==> src/rtl/irq_sense_pkg.sv <==
package irq_sense_pkg;

    typedef enum logic [1:0] {
        SENSE_LOW  = 2'b00,
        SENSE_FALL = 2'b01,
        SENSE_RISE = 2'b10,
        SENSE_BOTH = 2'b11
    } sense_t;

    localparam logic [1:0] GEN_SENSE_DEFAULT = SENSE_FALL;

    // Edge qualification from the previous and current synchronised samples
    function automatic logic edge_hit(input sense_t mode, input logic prv, input logic cur);
        logic fell;
        logic rose;
        fell = prv & ~cur;
        rose = ~prv & cur;
        case (mode)
            SENSE_FALL: edge_hit = fell;
            SENSE_RISE: edge_hit = rose;
            SENSE_BOTH: edge_hit = fell | rose;
            default:    edge_hit = 1'b0;
        endcase
    endfunction

endpackage

==> src/rtl/irq_sync_bank.sv <==
module irq_sync_bank #(
    parameter int   W       = 8,
    parameter logic RST_VAL = 1'b1
) (
    input  logic         clk,
    input  logic         rst,
    input  logic [W-1:0] din,
    output logic [W-1:0] cur,
    output logic [W-1:0] prv
);
    logic [W-1:0] stage1;

    always_ff @(posedge clk) begin
        if (rst) begin
            stage1 <= {W{RST_VAL}};
            cur    <= {W{RST_VAL}};
            prv    <= {W{RST_VAL}};
        end else begin
            stage1 <= din;
            cur    <= stage1;
            prv    <= cur;
        end
    end
endmodule

==> src/rtl/irq_flag_bank.sv <==
module irq_flag_bank #(
    parameter int W = 8
) (
    input  logic         clk,
    input  logic         rst,
    input  logic [W-1:0] set_vec,
    input  logic [W-1:0] clr_vec,
    output logic [W-1:0] flags
);
    // Set dominates clear so that a fresh event is never dropped
    always_ff @(posedge clk) begin
        if (rst) flags <= '0;
        else     flags <= (flags & ~clr_vec) | set_vec;
    end
endmodule

==> src/rtl/irq_sense_unit.sv <==
module irq_sense_unit
    import irq_sense_pkg::*;
#(
    parameter int GEN_N  = 16,
    parameter int KEY_N  = 16,
    parameter int WAKE_N = 8,
    localparam int TOTAL  = 1 + GEN_N + KEY_N + WAKE_N,
    localparam int ID_W   = $clog2(TOTAL),
    localparam int GEN_LO = 1,
    localparam int FIX_LO = 1 + GEN_N
) (
    input  logic               clk,
    input  logic               rst,
    input  logic               nmi_pin,
    input  logic [GEN_N-1:0]   gen_pin,
    input  logic [KEY_N-1:0]   key_pin,
    input  logic [WAKE_N-1:0]  wake_pin,
    input  logic               cfg_we,
    input  logic               cfg_nmi_rise,
    input  logic [2*GEN_N-1:0] cfg_gen_sense,
    input  logic               clr_we,
    input  logic [TOTAL-1:0]   clr_mask,
    input  logic               ack_valid,
    input  logic [ID_W-1:0]    ack_id,
    output logic [TOTAL-1:0]   pending
);
    logic [TOTAL-1:0]   raw;
    logic [TOTAL-1:0]   cur;
    logic [TOTAL-1:0]   prv;
    logic [TOTAL-1:0]   evt;
    logic [TOTAL-1:0]   lvl_mask;
    logic [TOTAL-1:0]   lvl_req;
    logic [TOTAL-1:0]   ack_dec;
    logic [TOTAL-1:0]   clr_vec;
    logic [TOTAL-1:0]   flags;
    logic               nmi_rise_q;
    logic [2*GEN_N-1:0] gen_sense_q;

    assign raw = {wake_pin, key_pin, gen_pin, nmi_pin};

    irq_sync_bank #(.W(TOTAL), .RST_VAL(1'b1)) u_sync (
        .clk (clk),
        .rst (rst),
        .din (raw),
        .cur (cur),
        .prv (prv)
    );

    always_ff @(posedge clk) begin
        if (rst) begin
            nmi_rise_q  <= 1'b0;
            gen_sense_q <= {GEN_N{GEN_SENSE_DEFAULT}};
        end else if (cfg_we) begin
            nmi_rise_q  <= cfg_nmi_rise;
            gen_sense_q <= cfg_gen_sense;
        end
    end

    // Non-maskable line: two-way edge choice
    assign evt[0]      = edge_hit(nmi_rise_q ? SENSE_RISE : SENSE_FALL, prv[0], cur[0]);
    assign lvl_mask[0] = 1'b0;
    assign lvl_req[0]  = 1'b0;

    // General lines: per-line four-way sense code
    for (genvar g = 0; g < GEN_N; g++) begin : g_gen
        sense_t mode;
        assign mode                 = sense_t'(gen_sense_q[2*g +: 2]);
        assign evt[GEN_LO+g]        = edge_hit(mode, prv[GEN_LO+g], cur[GEN_LO+g]);
        assign lvl_mask[GEN_LO+g]   = (mode == SENSE_LOW);
        assign lvl_req[GEN_LO+g]    = ~cur[GEN_LO+g];
    end

    // Keypad and wake-up lines: falling edge only
    for (genvar f = FIX_LO; f < TOTAL; f++) begin : g_fix
        assign evt[f]      = edge_hit(SENSE_FALL, prv[f], cur[f]);
        assign lvl_mask[f] = 1'b0;
        assign lvl_req[f]  = 1'b0;
    end

    for (genvar i = 0; i < TOTAL; i++) begin : g_ack
        assign ack_dec[i] = ack_valid && (ack_id == ID_W'(i));
    end

    // Level-sensed lines keep their flag register empty
    assign clr_vec = (clr_we ? clr_mask : '0) | ack_dec | lvl_mask;

    irq_flag_bank #(.W(TOTAL)) u_flags (
        .clk     (clk),
        .rst     (rst),
        .set_vec (evt),
        .clr_vec (clr_vec),
        .flags   (flags)
    );

    assign pending = (flags & ~lvl_mask) | (lvl_req & lvl_mask);

endmodule

==> config.mk <==
export PLATFORM = sky130hd
export DESIGN_NAME = irq_sense_unit
export DESIGN_NICKNAME = d
export VERILOG_FILES = /design/src/rtl/irq_sense_pkg.sv /design/src/rtl/irq_sync_bank.sv /design/src/rtl/irq_flag_bank.sv /design/src/rtl/irq_sense_unit.sv
export SDC_FILE = /design/constraint.sdc
export NUM_CORES = 1
export LEC_CHECK = 0
export BUFFER_PORTS_ARGS = -buffer_cell sky130_fd_sc_hd__buf_4
export CAP_MARGIN = 10
export CORE_MARGIN = 1.5
export CORE_UTILIZATION = 45
export DETAILED_ROUTE_END_ITERATION = 8
export GPL_TIMING_DRIVEN = 0
export PLACE_DENSITY_LB_ADDON = 0.15
export SYNTH_ARGS = -nofsm -noshare
export SYNTH_HDL_FRONTEND = slang
export SYNTH_HIERARCHICAL = 1
export SYNTH_SLANG_ARGS = --single-unit
==> constraint.sdc <==
create_clock -name clk -period 2.57 [get_ports clk]
set_clock_uncertainty 0.1 [all_clocks]
set_input_delay 0.257 -clock clk [delete_from_list [all_inputs] [get_ports clk]]
set_output_delay 0.257 -clock clk [all_outputs]
set_load 0.02 [all_outputs]
==> impl_metrics.tcl, run 1 <==
set metrics [dict create \
    synth_warnings 6 \
    muxShareOfSynthArea_pct 3.910 \
    yosys.area.top_type "dfxtp_1" \
    clk_pin_slew_worst_paths_ns 0.08 \
    seq_area_frac_synth_pct 48.71 \
    fmax_mhz 529.0 \
    leakagePower_nw 4.756 \
    ios 167 \
    grt.overflow.total 0 \
    setup_violations 0 \
    die_x_um 137.1 \
    synth_top_flop_cell "dfxtp_1" \
    met3_usage_pct 5.370 \
    cp-start-kind "register" \
    setup_tns_ns 0 \
    worst_path_max_delay_cell "mux2_2" \
    fin_crit_sh_pct 73.55 \
    grt_pass1_wl_um 31470 \
    drive_above_1_share_pct 27.83 \
    drt-wirelength-per-cell_um 15.75 \
    cts_tree "done" \
    path_class "reg -> out" \
    synth_nets 972 \
    netlist_area_um2 8097 \
    grt_start_max_net_pins 21 \
    hold_path_class "in -> reg" \
    relSlewSlack_pct 36.30 \
    synth_compound_area_share_pct 13.49 \
    synth.most_common_cell "dfxtp_1" \
    yosysUniqueCellTypes 35 \
    first_pass_iters 5 \
    cp.arrival_ns 1.53 \
    place_ws_ns 0.5449 \
    setup.worst_path.start "gen_sense_q[30]" \
    crit_path_end_kind "primary output" \
    ys_ff_latch 197 \
    dp_hpwl_um 14320 \
    path_max_fanout 5 \
    insertion_delay_ns 0.43 \
    drt_iter0_drc 358 \
    drc 0 \
    multiInputGateArea_um2 3578 \
    grt_pass1_vias 5970 \
    drv_slew 0 \
    reg2regPathDepth 7 \
    fin_nets 1230 \
    ant_nets 0 \
    period_needed_ns 1.890 \
    start_util_pct 46.49 \
    power.density_nw_per_um2 618.0 \
    r2r_slack_ns 1.20 \
    outcome "finished clean" \
    num_rows 48 \
    fin_ws_ns 0.6796 \
    synth.avg_cell_area_um2 9.947 \
    synth-simple-area-share_pct 21.85 \
    max-vdd-ir-drop_v 0.0004466 \
    synth-edff-count 0 \
    syn_inst 814 \
    busiest_layer "met2" \
    synth_top_family_by_area "simple AND/OR/NAND/NOR gates" \
    n_antenna_cell 0 \
    hold_violations 0 \
    cpPeakStageDelay_ns 0.40 \
    hp-start "rst" \
    viasPerCell 4.763 \
    die_area_um2 18810 \
    path_cells "nor2_1 > mux2_2 > buf_4" \
    r2r_end "u_flags/flags[10]" \
    whs_ns 0.03032 \
    antenna_found_initial 0 \
    synthTopCellsByArea "dfxtp_1 (49%), or2_1 (7.3%), ha_1 (4.9%)" \
    worst_pin_slew_ns 0.9482 \
    groute.layer.met2.usage_pct 38.16 \
    synth_xor_xnor_area_share_pct 0 \
    synth_fa_ha_area_share_pct 4.945 \
    synth_common_cells "dfxtp_1 (197), or2_1 (95), inv_1 (73)" \
    ys_async_sr_fraction_pct 0 \
    cts.htree.levels 4 \
    ff_latch_area_um2 3944 \
    final_cell_count_no_fill 1310 \
    fp.dieH_um 137.1 \
    area_growth_pct 35.30 \
    io_buffer_count 164 \
    rsz0062_at_grt "no" \
    nFillCells 1514 \
    synth_top_area_share_pct 48.71 \
    root_buffer "clkbuf_16" \
    post_cts_buffers 0 \
    max_cap_viol_count 0 \
    met1_usage_pct 29.07 \
    routed_wl_um 20630 \
    vias 6240 \
    critPathCapture "pending[16]" \
    numCtsBuffers 17 \
    grt_use_total_pct 22.71 \
    dp.cells 1203 \
    crit_required_ns 2.21 \
    gp_congestion 0.8119 \
    clock-sinks 197 \
    rr_startpoint "u_sync/cur[10]" \
    cts.path.max_buffers 2 \
    coreArea_um2 17420 \
]
-- per-stage QoR --
stage | utilization [%] | power [W] | cell area [um2]
after global routing | 62.90 | 0.007047 | 10950
after floorplan | - | 0.003763 | 8097
final | 62.90 | 0.006770 | 10950
after CTS | 62.90 | 0.006826 | 10950
after global placement | 55.17 | 0.004094 | 9609
after detailed placement | 55.17 | 0.004102 | 9609
-- cell families after synthesis --
group	Yosys count
simple gates	306
fa+ha+maj	32
mux	30
buf+inv	110
flops	197
compound gates	139
-- state kept, by name, indices dropped and copies added (netlist names) --
signal and count:
u_flags/flags 41, gen_sense_q 32, u_sync/cur 41, u_sync/stage1 41, u_sync/prv 41, nmi_rise_q 1
-- cell usage in the layout, fill, tap and decap left out, types with 3 or more instances in the layout --
master,count
nand2_1,28
a22o_1,23
mux2i_1,17
o21ai_0,31
a221o_1,12
nor3_1,4
nor2b_1,60
or2_2,28
inv_6,5
dlygate4sd3_1,75
or2_1,95
a21oi_1,4
mux2_2,13
nor2_1,37
inv_8,4
nand2b_1,46
o211ai_1,7
buf_6,10
inv_1,73
buf_4,169
clkinv_8,3
clkbuf_1,15
a21oi_2,40
ha_1,32
a211o_1,16
clkbuf_16,17
buf_12,4
dfxtp_1,197
-- worst min-delay path by stage --
stage                       end  slack, ns  depth (start not counted)
2_1_floorplan  u_sync/stage1[0]       0.25                          1
3_3_place_gp     u_sync/cur[33]       0.28                          1
3_5_place_dp     u_sync/cur[26]       0.29                          1
4_1_cts          u_sync/cur[38]       0.02                          2
5_1_grt          u_sync/cur[38]       0.02                          2
6_report         u_sync/prv[40]       0.03                          2
-- report_power, final --
part | internal [W] | total (W) | switching, W
clock | 0.00134 | 0.00264 | 0.00130
combinational | 0.000477 | 0.000854 | 0.000376
sequential | 0.00319 | 0.00328 | 0.0000816
total | 0.00501 | 0.00677 | 0.00176
-- area by class of cell --
class / instances / share of cell area, %
Inverter: 73 / 2.501
Timing Repair Buffer: 239 / 18.09
Clock inverter: 14 / 1.416
Multi-Input combinational cell: 507 / 32.67
Sequential cell: 197 / 36.00
Buffer: 37 / 2.741
Clock buffer: 18 / 4.009
Tap cell: 225 / 2.570
-- worst max-delay path: cells and delay by family (launching register included) --
| kind | cells | cell delay (ns) |
|---|---|---|
| muxes | 1 | 0.40 |
| DFF | 1 | 0.34 |
| and+or+nand+nor | 1 | 0.20 |
| buffers and inverters | 1 | 0.17 |
-- routing by layer --
layer | part of all wire (%) | up-vias
met5 | 0 | -
met4 | 1.4 | 0
met3 | 5.9 | 18
met2 | 48 | 170
met1 | 45 | 2891
li1 | - | 3161
-- what timing repair did --
item                      CTS  global route
hold endpoints to repair   75             0
hold buffers               75             0
resized for setup           0             0
Power figures use the tool's default switching activity.
==> inputs of run 2 (changes only) <==
==> constraint.sdc (replaced) <==
create_clock -name clk -period 1.8 [get_ports clk]
set_clock_uncertainty 0.1 [all_clocks]
set_input_delay 0.18 -clock clk [delete_from_list [all_inputs] [get_ports clk]]
set_output_delay 0.18 -clock clk [all_outputs]
set_load 0.02 [all_outputs]
==> run 2 against run 1 <==
  * Hold slack improved by 0.0068 ns
  * Final area increased by 0.63%
  * Register-to-register slack got worse by 0.86 ns
  * Core utilization increased by 0.40 points
  * Via count increased by 0.34%
  * First-iteration DRC count decreased by 16%
  * Critical path depth unchanged
  * Clock power increased by 43%
  * Critical endpoint unchanged
  * Global-route usage about the same
  * Cell count increased by 0.31%
==> impl_metrics.tcl, run 2 (synthesis results as in run 1) <==
set metrics [dict create \
    min_to "u_sync/stage1[28]" \
    cts_tree "done" \
    utilization_pct 63.29 \
    drive_above_1_share_pct 28.83 \
    drt_iter0_drc 301 \
    cpPeakStageDelay_ns 0.38 \
    crit_path_end_kind "primary output" \
    grt_use_total_pct 22.75 \
    final_area_um2 11020 \
    grt.overflow.total 0 \
    rsz0062_at_grt "yes" \
    relSlewSlack_pct 35.47 \
    numCtsBuffers 17 \
    root_buffer "clkbuf_16" \
    worst_path_max_delay_cell "mux2_2" \
    ios 167 \
    max-vdd-ir-drop_v 0.0006380 \
    path_class "reg -> out" \
    n_antenna_cell 0 \
    viasPerCell 4.765 \
    cts.htree.levels 4 \
    dp_hpwl_um 14320 \
    max_cap_viol_count 0 \
    drc 0 \
    crit_required_ns 1.52 \
    outcome "finished clean" \
    path_max_fanout 5 \
    r2r_end "gen_sense_q[28]" \
    final_common_cell "dfxtp_1" \
    hold_path_class "in -> reg" \
    min_path_cells 2 \
    place_area_um2 9609 \
    routed_wl_um 20730 \
    start_util_pct 46.49 \
    leakagePower_nw 4.767 \
    fmax_mhz 573.1 \
    antenna_found_initial 0 \
    grt_pass1_wl_um 31550 \
    cpLargestDelayFamily "multiplexers" \
    r2r_slack_ns 0.34 \
    fin_nets 1234 \
    area_growth_pct 36.15 \
    rr_startpoint "gen_sense_q[28]" \
    gp_congestion 0.8119 \
    coreArea_um2 17420 \
    clk_pin_slew_worst_paths_ns 0.07 \
    final_cell_mix "dfxtp_1 (196), buf_4 (170), or2_1 (95), dlygate4sd3_1 (78), inv_1 (73)" \
    ant_nets 0 \
    fin_crit_sh_pct 96.94 \
    cts.path.max_buffers 2 \
    place_ws_ns -0.1481 \
    io_buffer_count 164 \
    fp.dieH_um 137.1 \
    setup_violations 0 \
    path_cells "nor2_2 > mux2_2 > buf_4" \
    die_x_um 137.1 \
    first_pass_iters 5 \
    worst_pin_slew_ns 0.9606 \
    power.density_nw_per_um2 878.5 \
    cp.arrival_ns 1.46 \
    grt_pass1_vias 5988 \
    cp-start-kind "register" \
    insertion_delay_ns 0.43 \
    vias 6261 \
    period_needed_ns 1.745 \
    num_rows 48 \
    reg2regPathDepth 3 \
    drt-wirelength-per-cell_um 15.78 \
    hold_violations 0 \
    grt_start_max_net_pins 21 \
    drv_slew 0 \
    crit_buf_inv 1 \
    fin_ws_ns 0.05510 \
    die_area_um2 18810 \
    clock-sinks 197 \
    hp-start "rst" \
]
-- run 2: changes by cell type in the layout (fill, tap and decap cells not counted) --
cell,before,now
nor2_1,37,27
buf_4,169,170
dlygate4sd3_1,75,78
nor2_2,0,9
dfxtp_2,0,1
nor2_4,0,1
dfxtp_1,197,196
-- run 2: where the power goes --
| part | switching, W | total [W] | internal, W |
|---|---|---|---|
| combinational | 0.000540 | 0.00123 | 0.000692 |
| clock | 0.00186 | 0.00377 | 0.00191 |
| sequential | 0.000123 | 0.00468 | 0.00456 |
| total | 0.00252 | 0.00968 | 0.00716 |
-- run 2: metal layers --
metal  vias up  wire, um  GRT usage, %
met5         -         0             0
met4         0       292         6.433
met3        18      1047         5.370
met2       152      9932         38.25
met1      2925      9457         29.14
li1       3166         -             -
-- run 2: final cells by class --
| class | instances | area [um2] |
|---|---|---|
| multi-input cells | 507 | 3608 |
| well taps | 225 | 281.5 |
| plain buffers | 37 | 300.3 |
| flip-flops and latches | 197 | 3945 |
| clock buffers | 18 | 439.2 |
| inverters | 73 | 274.0 |
| repair buffers | 243 | 2019 |
| fillers | 1504 | 6394 |
| clock inverters | 14 | 155.1 |
-- run 2: repair_timing --
item	CTS	global route
pin swaps	0	1
buffers inserted	0	1
gates cloned	0	0
resized for setup	2	10
setup endpoints to repair	2	10
hold buffers	78	0
hold endpoints to repair	85	0
-- run 2: worst max-delay path by stage --
| stage | from | endpoint | slack [ns] | cells past startpoint |
|---|---|---|---|---|
| after floorplan | ack_id[4] | u_flags/flags[27] | 0.48 | 6 |
| after global placement | ack_id[0] | u_flags/flags[35] | -0.16 | 7 |
| after detailed placement | ack_id[0] | u_flags/flags[3] | -0.15 | 7 |
| after CTS | gen_sense_q[11] | pending[6] | 0.008 | 3 |
| after global routing | gen_sense_q[10] | pending[6] | -0.01 | 3 |
| final | gen_sense_q[30] | pending[16] | 0.06 | 3 |
-- run 2: metrics by stage --
| step | TNS, ns | total power, W | instances | hold slack [ns] |
|---|---|---|---|---|
| 2_1_floorplan | 0 | 0.005373 | 814 | 0.1771 |
| 3_3_place_gp | -0.7914 | 0.005845 | 1203 | 0.2616 |
| 3_5_place_dp | -0.6157 | 0.005857 | 1203 | 0.2628 |
| 4_1_cts | 0 | 0.009753 | 1313 | 0.01443 |
| 5_1_grt | -0.01235 | 0.01008 | 1314 | 0.03379 |
| 6_report | 0 | 0.009684 | 1314 | 0.03712 |
-- run 2: worst register-to-register path: stages, from the launching register on --
cell and delay, ns:
dfxtp_1 0.35, nor2b_1 0.14, a211o_1 0.22, dlygate4sd3_1 0.55
==> inputs of run 3 (changes only) <==
==> constraint.sdc (replaced) <==
create_clock -name clk -period 1.6 [get_ports clk]
set_clock_uncertainty 0.1 [all_clocks]
set_input_delay 0.16 -clock clk [delete_from_list [all_inputs] [get_ports clk]]
set_output_delay 0.16 -clock clk [all_outputs]
set_load 0.02 [all_outputs]
==> run 3 against run 2 <==
  * The run now ends with setup timing left
  * Setup slack worse by 0.091 ns
  * Clock-buffer cell count unchanged
  * Sequential power up 13%
  * Final area up 3.4%
  * Clock power up 12%
  * Critical path type unchanged
==> impl_metrics.tcl, run 3 (synthesis results as in run 1) <==
set metrics [dict create \
    outcome "complete, but fails checks" \
    failed_checks "setup timing" \
    fin_nets 1252 \
    setup_tns_ns -0.09463 \
    drt-wirelength-per-cell_um 15.85 \
    p_sw_w 0.002878 \
    ios 167 \
    relSlewSlack_pct 37.74 \
    routed_wl_um 21120 \
    area_growth_pct 40.78 \
    grt.overflow.total 0 \
    drv_slew 0 \
    internal-power_w 0.008128 \
    worst_path_max_delay_cell "dfxtp_2" \
    rsz0062_at_grt "yes" \
    viasPerCell 4.766 \
    cpPeakStageDelay_ns 0.35 \
    gp_congestion 0.8119 \
    clk_pin_slew_worst_paths_ns 0.07 \
    cts.path.max_buffers 2 \
    power.density_nw_per_um2 965.5 \
    final_common_cell "buf_4" \
    num_rows 48 \
    whs_ns 0.01726 \
    first_pass_iters 4 \
    drc 0 \
    hold_path_class "in -> reg" \
    fmax_mhz 611.4 \
    period_needed_ns 1.636 \
    numCtsBuffers 17 \
    crit_required_ns 1.34 \
    drive_above_1_share_pct 33.06 \
    grt_start_max_net_pins 21 \
    antenna_found_initial 0 \
    crit_buf_inv 1 \
    grt_pass1_wl_um 32400 \
    cp.arrival_ns 1.38 \
    io_buffer_count 164 \
    path_cells "nor2_4 > mux2_4 > buf_6" \
    crit_path_end_kind "primary output" \
    hold_violations 0 \
    switching_share_pct 26.15 \
    leakagePower_nw 4.934 \
    ant_nets 0 \
    cpLargestDelayFamily "flip-flops" \
    clock-sinks 197 \
    utilization_pct 65.45 \
    pwr-share-comb_pct 13.5 \
    drt_iter0_drc 308 \
    die_x_um 137.1 \
    setup_violations 9 \
    seq_power_share_pct 48.0 \
    insertion_delay_ns 0.43 \
    final_cell_mix "buf_4 (176), dfxtp_1 (171), or2_1 (95), dlygate4sd3_1 (76), inv_1 (73)" \
    final_cell_count_no_fill 1332 \
    vias 6348 \
    worst_pin_slew_ns 0.9267 \
    fp.dieH_um 137.1 \
    fin_ws_ns -0.03572 \
    grt_use_total_pct 23.28 \
    cp-start-kind "register" \
    cts.htree.levels 4 \
    cts_tree "done" \
    dp.cells 1203 \
    path_class "reg -> out" \
    root_buffer "clkbuf_16" \
    start_util_pct 46.49 \
    dp_hpwl_um 14320 \
    fin_crit_sh_pct 102.2 \
    max_cap_viol_count 0 \
    grt_pass1_vias 6150 \
    path_max_fanout 4 \
    max-vdd-ir-drop_v 0.0007187 \
    coreArea_um2 17420 \
    n_antenna_cell 0 \
    die_area_um2 18810 \
    clkPwrFrac_pct 38.5 \
]
run 3: changes by cell type in the layout (fill, tap and decap cells not counted), sizes merged:
cell | before | now
dlygate4sd3 | 78 | 76
buf | 187 | 206
dlymetal6s4s | 0 | 1
run 3: worst reg2reg max path: cells and delay by family, from the launching register on:
kind                       cells  cell delay [ns]
AOI/OAI and AO/OA              3             0.27
adders and majority gates      1             0.30
buffers and inverters          2             0.15
DFF                            1             0.39
and+or+nand+nor                1             0.13
run 3: power by group through the flow:
| stage | Clock, W | Sequential, W | Combinational (W) |
|---|---|---|---|
| 2_1_floorplan | 0 | 0.00537 | 0.000670 |
| 3_3_place_gp | 0 | 0.00537 | 0.00120 |
| 3_5_place_dp | 0 | 0.00537 | 0.00122 |
| 4_1_cts | 0.00433 | 0.00527 | 0.00148 |
| 5_1_grt | 0.00455 | 0.00531 | 0.00161 |
| 6_report | 0.00424 | 0.00528 | 0.00149 |
run 3: metrics by stage:
stage	setup WS [ns]	total power, W	cell area [um2]
final	-0.03572	0.01101	11400
after global routing	-0.07551	0.01147	11400
after CTS	-0.03511	0.01108	11370
after detailed placement	-0.3281	0.006590	9609
after global placement	-0.3375	0.006575	9609
after floorplan	0.3027	0.006044	8097
run 3: path summary, 6_finish.rpt:
kind	startpoint	to	slack, ns	depth (start not counted)
setup / recovery	gen_sense_q[31]	pending[16]	-0.04	3
hold / removal	rst	u_sync/stage1[28]	0.02	2
setup reg to reg	u_sync/cur[9]	u_flags/flags[9]	0.21	7
hold reg to reg	u_sync/stage1[33]	u_sync/cur[33]	0.30	1
run 3: repair_timing:
action,4_1_cts,5_1_grt
hold buffers,77,0
resized for setup,79,18
endpoints found under the hold margin,114,0
endpoints found under the setup margin,14,36
pin swaps,13,9
setup buffers,20,0
run 3: final cells by class:
type / instances / area, um2
plain buffers: 37 / 301.5
clock buffers: 18 / 439.2
clock inverters: 14 / 155.1
fillers: 1454 / 6018
inverters: 73 / 274.0
multi-input cells: 507 / 3742
flip-flops and latches: 197 / 4001
well taps: 225 / 281.5
repair buffers: 261 / 2203
run 3: layer usage:
metal / vias to the layer above / part of all wire [%] / track usage [%]
li1: 3206 / - / -
met1: 2959 / 45 / 29.82
met2: 168 / 48 / 39.56
met3: 15 / 5.3 / 5.333
met4: 0 / 1.2 / 5.906
met5: - / 0 / 0
